File: src/rtl/gpio_pkg.sv
package gpio_pkg;
  localparam int ADDR_W = 3;
  typedef enum logic [ADDR_W-1:0] {
    REG_DATA  = 3'd0,
    REG_DIR   = 3'd1,
    REG_PULL  = 3'd2,
    REG_TTL   = 3'd3,
    REG_ODR   = 3'd4,
    REG_ACNT  = 3'd5,
    REG_REDIR = 3'd6
  } reg_addr_e;
endpackage

File: src/rtl/gpio_sync.sv
module gpio_sync #(
  parameter int WIDTH = 8
) (
  input  logic             clk_i,
  input  logic             rst_ni,
  input  logic [WIDTH-1:0] d_i,
  output logic [WIDTH-1:0] q_o
);
  logic [WIDTH-1:0] meta_q, sync_q;
  always_ff @(posedge clk_i or negedge rst_ni) begin
    if (!rst_ni) begin
      meta_q <= '0;
      sync_q <= '0;
    end else begin
      meta_q <= d_i;
      sync_q <= meta_q;
    end
  end
  assign q_o = sync_q;
endmodule

File: src/rtl/gpio_regs.sv
module gpio_regs
  import gpio_pkg::*;
#(
  parameter int WIDTH    = 8,
  parameter int ANA_PINS = 4,
  parameter int CNT_W    = 4
) (
  input  logic              clk_i,
  input  logic              rst_ni,
  input  logic              we_i,
  input  logic [ADDR_W-1:0] addr_i,
  input  logic [WIDTH-1:0]  wdata_i,
  output logic [WIDTH-1:0]  latch_o,
  output logic [WIDTH-1:0]  dir_o,
  output logic [WIDTH-1:0]  pull_o,
  output logic [WIDTH-1:0]  ttl_o,
  output logic [WIDTH-1:0]  odr_o,
  output logic [CNT_W-1:0]  acnt_o,
  output logic              redir_o
);
  always_ff @(posedge clk_i or negedge rst_ni) begin
    if (!rst_ni) begin
      latch_o <= '0;
      dir_o   <= '0;
      pull_o  <= '0;
      ttl_o   <= '0;
      odr_o   <= '0;
      acnt_o  <= CNT_W'(ANA_PINS);
      redir_o <= 1'b0;
    end else if (we_i) begin
      case (reg_addr_e'(addr_i))
        REG_DATA:  latch_o <= wdata_i;
        REG_DIR:   dir_o   <= wdata_i;
        REG_PULL:  pull_o  <= wdata_i;
        REG_TTL:   ttl_o   <= wdata_i;
        REG_ODR:   odr_o   <= wdata_i;
        REG_ACNT:  acnt_o  <= wdata_i[CNT_W-1:0];
        REG_REDIR: redir_o <= wdata_i[0];
        default: ;
      endcase
    end
  end
endmodule

File: src/rtl/gpio_alt_route.sv
module gpio_alt_route #(
  parameter int WIDTH     = 8,
  parameter int TMR_PIN_A = 1,
  parameter int TMR_PIN_B = 6,
  parameter int IRQ_PIN_A = 2,
  parameter int IRQ_PIN_B = 7
) (
  input  logic             redir_i,
  input  logic [WIDTH-1:0] sin_i,
  output logic [WIDTH-1:0] alt_sel_o,
  output logic             irq_o
);
  localparam logic [WIDTH-1:0] SEL_A = WIDTH'(1) << TMR_PIN_A;
  localparam logic [WIDTH-1:0] SEL_B = WIDTH'(1) << TMR_PIN_B;
  assign alt_sel_o = redir_i ? SEL_B : SEL_A;
  assign irq_o     = redir_i ? sin_i[IRQ_PIN_B] : sin_i[IRQ_PIN_A];
endmodule

File: src/rtl/gpio_pad_logic.sv
module gpio_pad_logic #(
  parameter int               WIDTH    = 8,
  parameter int               ANA_PINS = 4,
  parameter int               CNT_W    = 4,
  parameter logic [WIDTH-1:0] AND_MASK = 8'h0F
) (
  input  logic [WIDTH-1:0] latch_i,
  input  logic [WIDTH-1:0] dir_i,
  input  logic [WIDTH-1:0] pull_i,
  input  logic [WIDTH-1:0] odr_i,
  input  logic [CNT_W-1:0] acnt_i,
  input  logic [WIDTH-1:0] alt_sel_i,
  input  logic             per_out_i,
  input  logic [WIDTH-1:0] sin_i,
  output logic [WIDTH-1:0] oe_o,
  output logic [WIDTH-1:0] out_o,
  output logic [WIDTH-1:0] pu_o,
  output logic [WIDTH-1:0] ana_o,
  output logic [WIDTH-1:0] rd_o
);
  for (genvar i = 0; i < WIDTH; i++) begin : g_bit
    localparam bit CAP     = (i < ANA_PINS);
    localparam bit AND_PIN = AND_MASK[i];
    logic ana, alt, val;
    assign ana = CAP && (CNT_W'(i) < acnt_i);
    // neutral value lets the latch pass unchanged
    assign alt = alt_sel_i[i] ? per_out_i : AND_PIN;
    assign val = AND_PIN ? (latch_i[i] & alt) : (latch_i[i] | alt);
    assign oe_o[i]  = !ana && dir_i[i] && (!odr_i[i] || !val);
    assign out_o[i] = val;
    assign pu_o[i]  = !ana && !dir_i[i] && pull_i[i];
    assign ana_o[i] = ana;
    assign rd_o[i]  = ana ? 1'b0 : (dir_i[i] ? latch_i[i] : sin_i[i]);
  end
endmodule

File: src/rtl/gpio_port_ctrl.sv
module gpio_port_ctrl
  import gpio_pkg::*;
#(
  parameter int               WIDTH     = 8,
  parameter int               ANA_PINS  = 4,
  parameter logic [WIDTH-1:0] AND_MASK  = 8'h0F,
  parameter int               TMR_PIN_A = 1,
  parameter int               TMR_PIN_B = 6,
  parameter int               IRQ_PIN_A = 2,
  parameter int               IRQ_PIN_B = 7
) (
  input  logic             clk_i,
  input  logic             rst_ni,
  input  logic             reg_we_i,
  input  logic [2:0]       reg_addr_i,
  input  logic [WIDTH-1:0] reg_wdata_i,
  output logic [WIDTH-1:0] reg_rdata_o,
  input  logic             per_out_i,
  output logic             irq_o,
  input  logic [WIDTH-1:0] pad_in_i,
  output logic [WIDTH-1:0] pad_oe_o,
  output logic [WIDTH-1:0] pad_out_o,
  output logic [WIDTH-1:0] pad_pu_o,
  output logic [WIDTH-1:0] pad_ttl_o,
  output logic [WIDTH-1:0] pad_ana_o
);
  localparam int CNT_W = $clog2(WIDTH + 1);

  logic [WIDTH-1:0] latch_q, dir_q, pull_q, ttl_q, odr_q;
  logic [CNT_W-1:0] acnt_q;
  logic             redir_q;
  logic [WIDTH-1:0] sin, alt_sel, rd_data;

  gpio_regs #(.WIDTH(WIDTH), .ANA_PINS(ANA_PINS), .CNT_W(CNT_W)) i_regs (
    .clk_i, .rst_ni,
    .we_i(reg_we_i), .addr_i(reg_addr_i), .wdata_i(reg_wdata_i),
    .latch_o(latch_q), .dir_o(dir_q), .pull_o(pull_q), .ttl_o(ttl_q),
    .odr_o(odr_q), .acnt_o(acnt_q), .redir_o(redir_q)
  );

  gpio_sync #(.WIDTH(WIDTH)) i_sync (
    .clk_i, .rst_ni, .d_i(pad_in_i), .q_o(sin)
  );

  gpio_alt_route #(
    .WIDTH(WIDTH), .TMR_PIN_A(TMR_PIN_A), .TMR_PIN_B(TMR_PIN_B),
    .IRQ_PIN_A(IRQ_PIN_A), .IRQ_PIN_B(IRQ_PIN_B)
  ) i_alt (
    .redir_i(redir_q), .sin_i(sin), .alt_sel_o(alt_sel), .irq_o(irq_o)
  );

  gpio_pad_logic #(
    .WIDTH(WIDTH), .ANA_PINS(ANA_PINS), .CNT_W(CNT_W), .AND_MASK(AND_MASK)
  ) i_pad (
    .latch_i(latch_q), .dir_i(dir_q), .pull_i(pull_q), .odr_i(odr_q),
    .acnt_i(acnt_q), .alt_sel_i(alt_sel), .per_out_i(per_out_i), .sin_i(sin),
    .oe_o(pad_oe_o), .out_o(pad_out_o), .pu_o(pad_pu_o), .ana_o(pad_ana_o),
    .rd_o(rd_data)
  );

  assign pad_ttl_o = ttl_q;

  always_comb begin
    reg_rdata_o = '0;
    case (reg_addr_e'(reg_addr_i))
      REG_DATA:  reg_rdata_o = rd_data;
      REG_DIR:   reg_rdata_o = dir_q;
      REG_PULL:  reg_rdata_o = pull_q;
      REG_TTL:   reg_rdata_o = ttl_q;
      REG_ODR:   reg_rdata_o = odr_q;
      REG_ACNT:  reg_rdata_o = WIDTH'(acnt_q);
      REG_REDIR: reg_rdata_o = WIDTH'(redir_q);
      default:   reg_rdata_o = '0;
    endcase
  end
endmodule

File: config.mk
export PLATFORM = sky130hd
export DESIGN_NAME = gpio_port_ctrl
export DESIGN_NICKNAME = d
export VERILOG_FILES = /design/src/rtl/gpio_pkg.sv /design/src/rtl/gpio_sync.sv /design/src/rtl/gpio_regs.sv /design/src/rtl/gpio_alt_route.sv /design/src/rtl/gpio_pad_logic.sv /design/src/rtl/gpio_port_ctrl.sv
export SDC_FILE = /design/constraint.sdc
export NUM_CORES = 1
export LEC_CHECK = 0
export BUFFER_PORTS_ARGS = -buffer_cell sky130_fd_sc_hd__buf_2
export CAP_MARGIN = 10
export CORE_MARGIN = 2
export CORE_UTILIZATION = 25
export CTS_CLUSTER_DIAMETER = 150
export DETAILED_ROUTE_END_ITERATION = 10
export MAX_ROUTING_LAYER = met4
export PLACE_DENSITY = 0.54
export SLEW_MARGIN = 20
export SYNTH_ARGS = -nofsm -noshare
export SYNTH_HDL_FRONTEND = slang
export SYNTH_SLANG_ARGS = --single-unit
File: constraint.sdc
create_clock -name clk_i -period 1.3 [get_ports clk_i]
set_input_delay 0 -clock clk_i [delete_from_list [all_inputs] [get_ports clk_i]]
set_output_delay 0 -clock clk_i [all_outputs]
set_load 0.1 [all_outputs]
# Word level (Yosys, flattened, before mapping)
# Cells that the tools add are included.
[word_totals] word_cells=118 register_bits=61 output_inout_bits=49
[op_classes] reduce_logical=68 n_eq_ne=6 magnitude_cmp=4 muxes=23 n_bitwise=8
[ops] cell="case mux 8 bit (7 select lines)" count=1
[ops] cell="zero test 1 bit" count=28
[ops] cell="logical AND 1 bit" count=24
[ops] cell="2-to-1 mux 1 bit" count=21
[ops] cell="AND reduction 2 bit" count=7
[ops] cell="equality test 3 bit, second input constant" count=3
[ops] cell="logical OR 1 bit" count=8
[ops] cell="< comparator 1 x 4 -> 1 bit, first input constant" count=2
[ops] cell="< comparator 2 x 4 -> 1 bit, first input constant" count=2
[ops] cell="2-to-1 mux 7 bit" count=1
[ops] cell="equality test 3 x 2 -> 1 bit, second input constant" count=2
[ops] cell="AND 1 bit" count=4
[ops] cell="bitwise OR 1 bit" count=4
[ops] cell="equality test 3 x 1 -> 1 bit, second input constant" count=1
[ops] cell="zero test 3 bit" count=1

# Longest topological paths before layout
[logic_depth] ltp_word=6 depth_mapped=6

# By module
# A second synthesis with hierarchy kept.
[unflattened] hier_cells=240 hier_area_um2=3095.5
[by_module_without_submodules] module="gpio_regs" instances=1 seq_area_each_um2=1127.3 area_each_um2=1740.4 cells_each=100
[by_module_without_submodules] module="gpio_pad_logic" instances=1 seq_area_each_um2=0.0 area_each_um2=480.5 cells_each=65
[by_module_without_submodules] module="gpio_sync" instances=1 seq_area_each_um2=400.4 area_each_um2=400.4 cells_each=16
[by_module_without_submodules] module="gpio_port_ctrl" instances=1 seq_area_each_um2=0.0 area_each_um2=399.1 cells_each=49
[by_module_without_submodules] module="gpio_alt_route" instances=1 seq_area_each_um2=0.0 area_each_um2=75.1 cells_each=10

# Worst setup path before layout
# Ideal clock, no wire load.
[synth_path] path_kind="register -> output" start="reg i_regs.ttl_o[0]" end="out reg_rdata_o[0]" required_time_ps=1300 slack_ps=-1935 arrival_time_ps=3235 path_buffers=0 stages_incl_launch_ff=3 cell_sequence="dfrtp_1 > a221oi_1 > o21ai_0"
[synth_between] elab_chain_len=1
[synth_rtl] element="start: declaration" line="gpio_regs.sv:16" source="output logic [WIDTH-1:0] ttl_o,"
[synth_rtl] element="start signal: assignment" line="gpio_regs.sv:35" source="REG_TTL: ttl_o <= wdata_i;"
[synth_rtl] element="case mux 8 bit (7 select lines)" line="gpio_port_ctrl.sv:65" source="case (reg_addr_e'(reg_addr_i))"
[synth_rtl] element="end: declaration" line="gpio_port_ctrl.sv:17" source="output logic [WIDTH-1:0] reg_rdata_o,"
# Every way passes these cells.

# Worst setup path after layout
[layout_path] start="reg i_regs.acnt_o[3]" end="out pad_pu_o[2]"
[layout_between] elab_chain_len=4
[layout_rtl] element="start: declaration" line="gpio_regs.sv:18" source="output logic [CNT_W-1:0] acnt_o,"
[layout_rtl] element="start signal: assignment" line="gpio_regs.sv:28" source="acnt_o <= CNT_W'(ANA_PINS);"
[layout_rtl] element="start signal: assignment" line="gpio_regs.sv:37" source="REG_ACNT: acnt_o <= wdata_i[CNT_W-1:0];"
[layout_rtl] element="< comparator 2 x 4 -> 1 bit" line="gpio_pad_logic.sv:25" source="assign ana = CAP && (CNT_W'(i) < acnt_i);"
[layout_rtl] element="zero test 1 bit" line="gpio_pad_logic.sv:31" source="assign pu_o[i] = !ana && !dir_i[i] && pull_i[i];"
[layout_rtl] element="logical AND 1 bit (2 in series)" line="gpio_pad_logic.sv:31"
[layout_rtl] element="end: declaration" line="gpio_port_ctrl.sv:23" source="output logic [WIDTH-1:0] pad_pu_o,"
# Every way passes these cells.

==> load_flow_metrics.sql <==
INSERT INTO impl_metrics (metric_group, metric, value, unit) VALUES
('status', 'outcome', 'finished with violations', ''),
('status', 'failed_checks', 'setup timing', ''),
('cells_and_area', 'post_layout_nonfiller_instances', '515', ''),
('placement', 'global_placer_s_final_weighted_congestion', '0.791', ''),
('flow_run', 'cap_viol_max_count', '0', ''),
('logic_synthesis', 'synth_top_area_cell', 'dfrtp_1', ''),
('logic_synthesis', 'yosys_warnings', '0', ''),
('logic_synthesis', 'synth_flop_cell', 'dfrtp_1', ''),
('sta', 'maximum_operating_frequency', '572', 'MHz'),
('die', 'num_io_pins', '72', ''),
('clock_tree', 'clk_latency', '0.33', 'ns'),
('routing', 'drt-initial-drc-count', '86', ''),
('cells_and_area', 'design.final.nets', '390', ''),
('cells_and_area', 'layout-area-overhead-vs-synth', '71.5', '%'),
('critical_path', 'timing_worst_setup_path_type', 'flop to primary output', ''),
('critical_path', 'crit_path_end_kind', 'primary output', ''),
('placement', 'placement.io_buffers', '67', ''),
('cells_and_area', 'n_antenna_cell', '0', ''),
('sta', 'clock-skew-final', '0.00552', 'ns'),
('grt', 'total_congestion_overflow', '0', ''),
('logic_synthesis', 'seq_area_frac_synth', '52.0', '%'),
('power_and_ir_drop', 'worst_ir_drop_vdd', '1.05', 'mV'),
('placement', 'dpl.cell_count', '472', ''),
('cells_and_area', 'layout_common_cells', '52 x buf_4, 51 x dfrtp_1, 41 x mux2_2', ''),
('sta', 'timing.final.setup_violations', '22', ''),
('sta', 'fin_ws', '-0.448', 'ns'),
('cells_and_area', 'mostFrequentLayoutCell', 'buf_4', ''),
('routing', 'num_vias', '2375', ''),
('power_and_ir_drop', 'power.density', '1880', 'nW/µm²'),
('die', 'dieWidth', '112', 'µm'),
('die', 'die-height', '112', 'µm'),
('logic_synthesis', 'synth_edf_count', '0', ''),
('die', 'floorplan.core_area', '11400', 'µm²'),
('grt', 'grt_start_max_net_pins', '21', ''),
('cells_and_area', 'drive_above_1_share', '67.7', '%'),
('clock_tree', 'cts_htree_levels', '3', ''),
('routing', 'wl', '8.58', 'mm'),
('routing', 'detailedRoute.firstPassIterationCount', '5', ''),
('placement', 'place.detailed.hpwl', '6.47', 'mm'),
('logic_synthesis', 'synth.cell_area', '2940', 'µm²'),
('clock_tree', 'ctsLongestPathBuffers', '2', ''),
('logic_synthesis', 'postSynthCellCount', '238', ''),
('die', 'dieArea', '12600', 'µm²'),
('critical_path', 'crit_path_max_fanout', '3', ''),
('critical_path', 'start_kind', 'flop', ''),
('logic_synthesis', 'synth.ff_latch_count', '61', ''),
('power_and_ir_drop', 'power_switching', '4.09', 'mW'),
('clock_tree', 'cts.root.buffer_cell', 'clkbuf_16', ''),
('grt', 'first_global_vias', '2606', ''),
('power_and_ir_drop', 'p_comb_share', '49.9', '%'),
('sta', 'pins_over_slew_limit', '0', ''),
('logic_synthesis', 'synth_cell_type_count', '42', ''),
('power_and_ir_drop', 'clock_power_share', '22.7', '%'),
('clock_tree', 'cts.reportedPaths.clkPinSlew', '0.05', 'ns'),
('routing', 'antenna_violating_nets_post_route', '0', ''),
('critical_path', 'cp_data_arrival_time', '1.75', 'ns'),
('grt', 'grt_antenna_before_repair', '0', ''),
('sta', 'final.period_utilization', '134', '%'),
('critical_path', 'crit_required', '1.30', 'ns'),
('power_and_ir_drop', 'p_leak', '2.22', 'nW'),
('clock_tree', 'clock_buffers_created_by_tritoncts', '9', ''),
('sta', 'setup_repair_after_global_routing_missed_its_margin', 'true', ''),
('sta', 'fin_crit', '1.75', 'ns'),
('die', 'floorplan.initialDensity', '25.7', '%'),
('logic_synthesis', 'syn_area_per_cell', '12.3', 'µm²'),
('clock_tree', 'tritoncts', 'done', ''),
('worst_hold_path', 'path_type_of_the_worst_min_delay_path', 'input port to flop', ''),
('logic_synthesis', 'asyncSetResetFlopFracSynth', '100', '%'),
('power_and_ir_drop', 'netSwitchingFraction', '43.3', '%'),
('power_and_ir_drop', 'intPower', '5.37', 'mW'),
('power_and_ir_drop', 'p_seq_share', '27.3', '%'),
('sta', 'finalSetupTns', '-5.84', 'ns'),
('grt', 'grt_util_all_layers', '15.0', '%'),
('routing', 'post-route-drc-count', '0', ''),
('routing', 'routed_wire_length_per_instance', '16.7', 'µm'),
('clock_tree', 'clock_sink_count', '61', ''),
('logic_synthesis', 'yosys.area.top_type_share', '51.1', '%'),
('grt', 'grt_first_pass_wirelength', '14.1', 'mm'),
('sta', 'final_hold_viol_count', '0', ''),
('routing', 'routed_via_count_divided_by_cell_count', '4.61', ''),
('logic_synthesis', 'synth.area.top_cells', 'dfrtp_1 51%, mux2_2 17%, buf_4 4.3%', ''),
('die', 'placement_rows', '39', '');
==> synth_stat cells, types with 3 or more instances <==
master,n
nand2_1,13
nor2b_1,7
inv_1,6
dfrtp_1,60
mux2_4,4
a21boi_0,4
nor2_1,11
nor3_4,3
a22oi_1,5
a21oi_1,6
o21ai_0,6
a31oi_1,5
buf_4,17
nand3_1,4
a221oi_1,5
and3_1,3
mux2_2,44
mux2i_1,5
buf_2,4
clkbuf_1,3
==> worst max-delay path, stage by stage, from the launching register on <==
cell	delay, ns
dfrtp_1	0.38
buf_4	0.16
nor2_4	0.09
inv_2	0.07
a21oi_4	0.20
inv_2	0.08
nor3b_4	0.23
buf_12	0.20
==> repair_timing <==
| action | CTS | global route |
|---|---|---|
| buffers inserted | 9 | 5 |
| setup endpoints to repair | 24 | 26 |
| gates resized for setup | 32 | 12 |
| hold buffers | 15 | 0 |
| endpoints found under the hold margin | 67 | 0 |
| pin swaps | 15 | 6 |
==> layer usage <==
layer / vias up / global-route usage (%) / wire, µm
met2: 59 / 23.9 / 4390
met1: 1198 / 18.9 / 3700
li1: 1105 / - / -
met3: 13 / 3.89 / 394
met5: - / - / 0
met4: 0 / 4.23 / 90
==> final timing paths <==
kind | from | to | slack, ns | cells after the start
min in group asynchronous | rst_ni | i_regs.ttl_o[1] | 0.11 | 2
worst max register to register | i_regs.ttl_o[5] | i_regs.ttl_o[5] | 0.32 | 2
worst min register to register | i_sync.meta_q[1] | i_sync.q_o[1] | 0.34 | 0
worst min-delay path | reg_wdata_i[3] | i_regs.acnt_o[3] | 0.02 | 2
worst max-delay path | i_regs.acnt_o[3] | pad_pu_o[2] | -0.45 | 7
max in group asynchronous | rst_ni | i_regs.dir_o[7] | 0.55 | 4
==> power groups by stage <==
| stage | Combinational (mW) | Sequential [mW] | Clock, mW |
|---|---|---|---|
| floorplan | 2.71 | 2.96 | 0 |
| global placement | 4.38 | 2.58 | 0 |
| detailed placement | 4.41 | 2.60 | 0 |
| CTS | 4.66 | 2.57 | 2.22 |
| global route | 4.89 | 2.64 | 2.29 |
| finish | 4.72 | 2.58 | 2.15 |
==> area by class of cell <==
type,instances,area (µm²)
clock buffer,14,264
clock inverter,2,10.0
fill,1079,6380
inverter,7,28.8
multi-input combinational,148,1570
sequential,61,1550
tap,143,179
timing repair buffer,140,1430
==> metrics by stage <==
step	setup WS, ns	hold WS [ns]	util, %	power (mW)	cell area [µm²]
CTS	-0.443	0.00791	43.4	9.44	4950
floorplan	-0.894	-0.296	-	5.67	3180
global route	-0.535	0.0262	44.1	9.82	5030
global placement	-0.132	-0.0776	38.1	6.96	4350
detailed placement	-0.163	-0.0732	38.1	7.00	4350
finish	-0.448	0.0182	44.1	9.46	5030
==> sequential cells by signal, indices dropped and copies added, names as in the netlist <==
name            cells
i_sync.meta_q       8
i_regs.odr_o        8
i_regs.latch_o      8
i_sync.q_o          8
i_regs.redir_o      1
i_regs.pull_o       8
i_regs.dir_o        8
i_regs.acnt_o       4
i_regs.ttl_o        8
==> cells by family (layout without fill, tap and decap cells) <==
kind of cell,after synthesis,count (layout),share of synthesized area (%)
AO/OA/AOI/OAI,38,38,8.86
buffers and inverters,32,163,6.77
flip-flops,61,61,52.0
multiplexers,53,53,20.6
other,1,4,0.128
AND/OR/NAND/NOR,53,53,11.6
No activity file was read; power rests on OpenSTA's default activity.
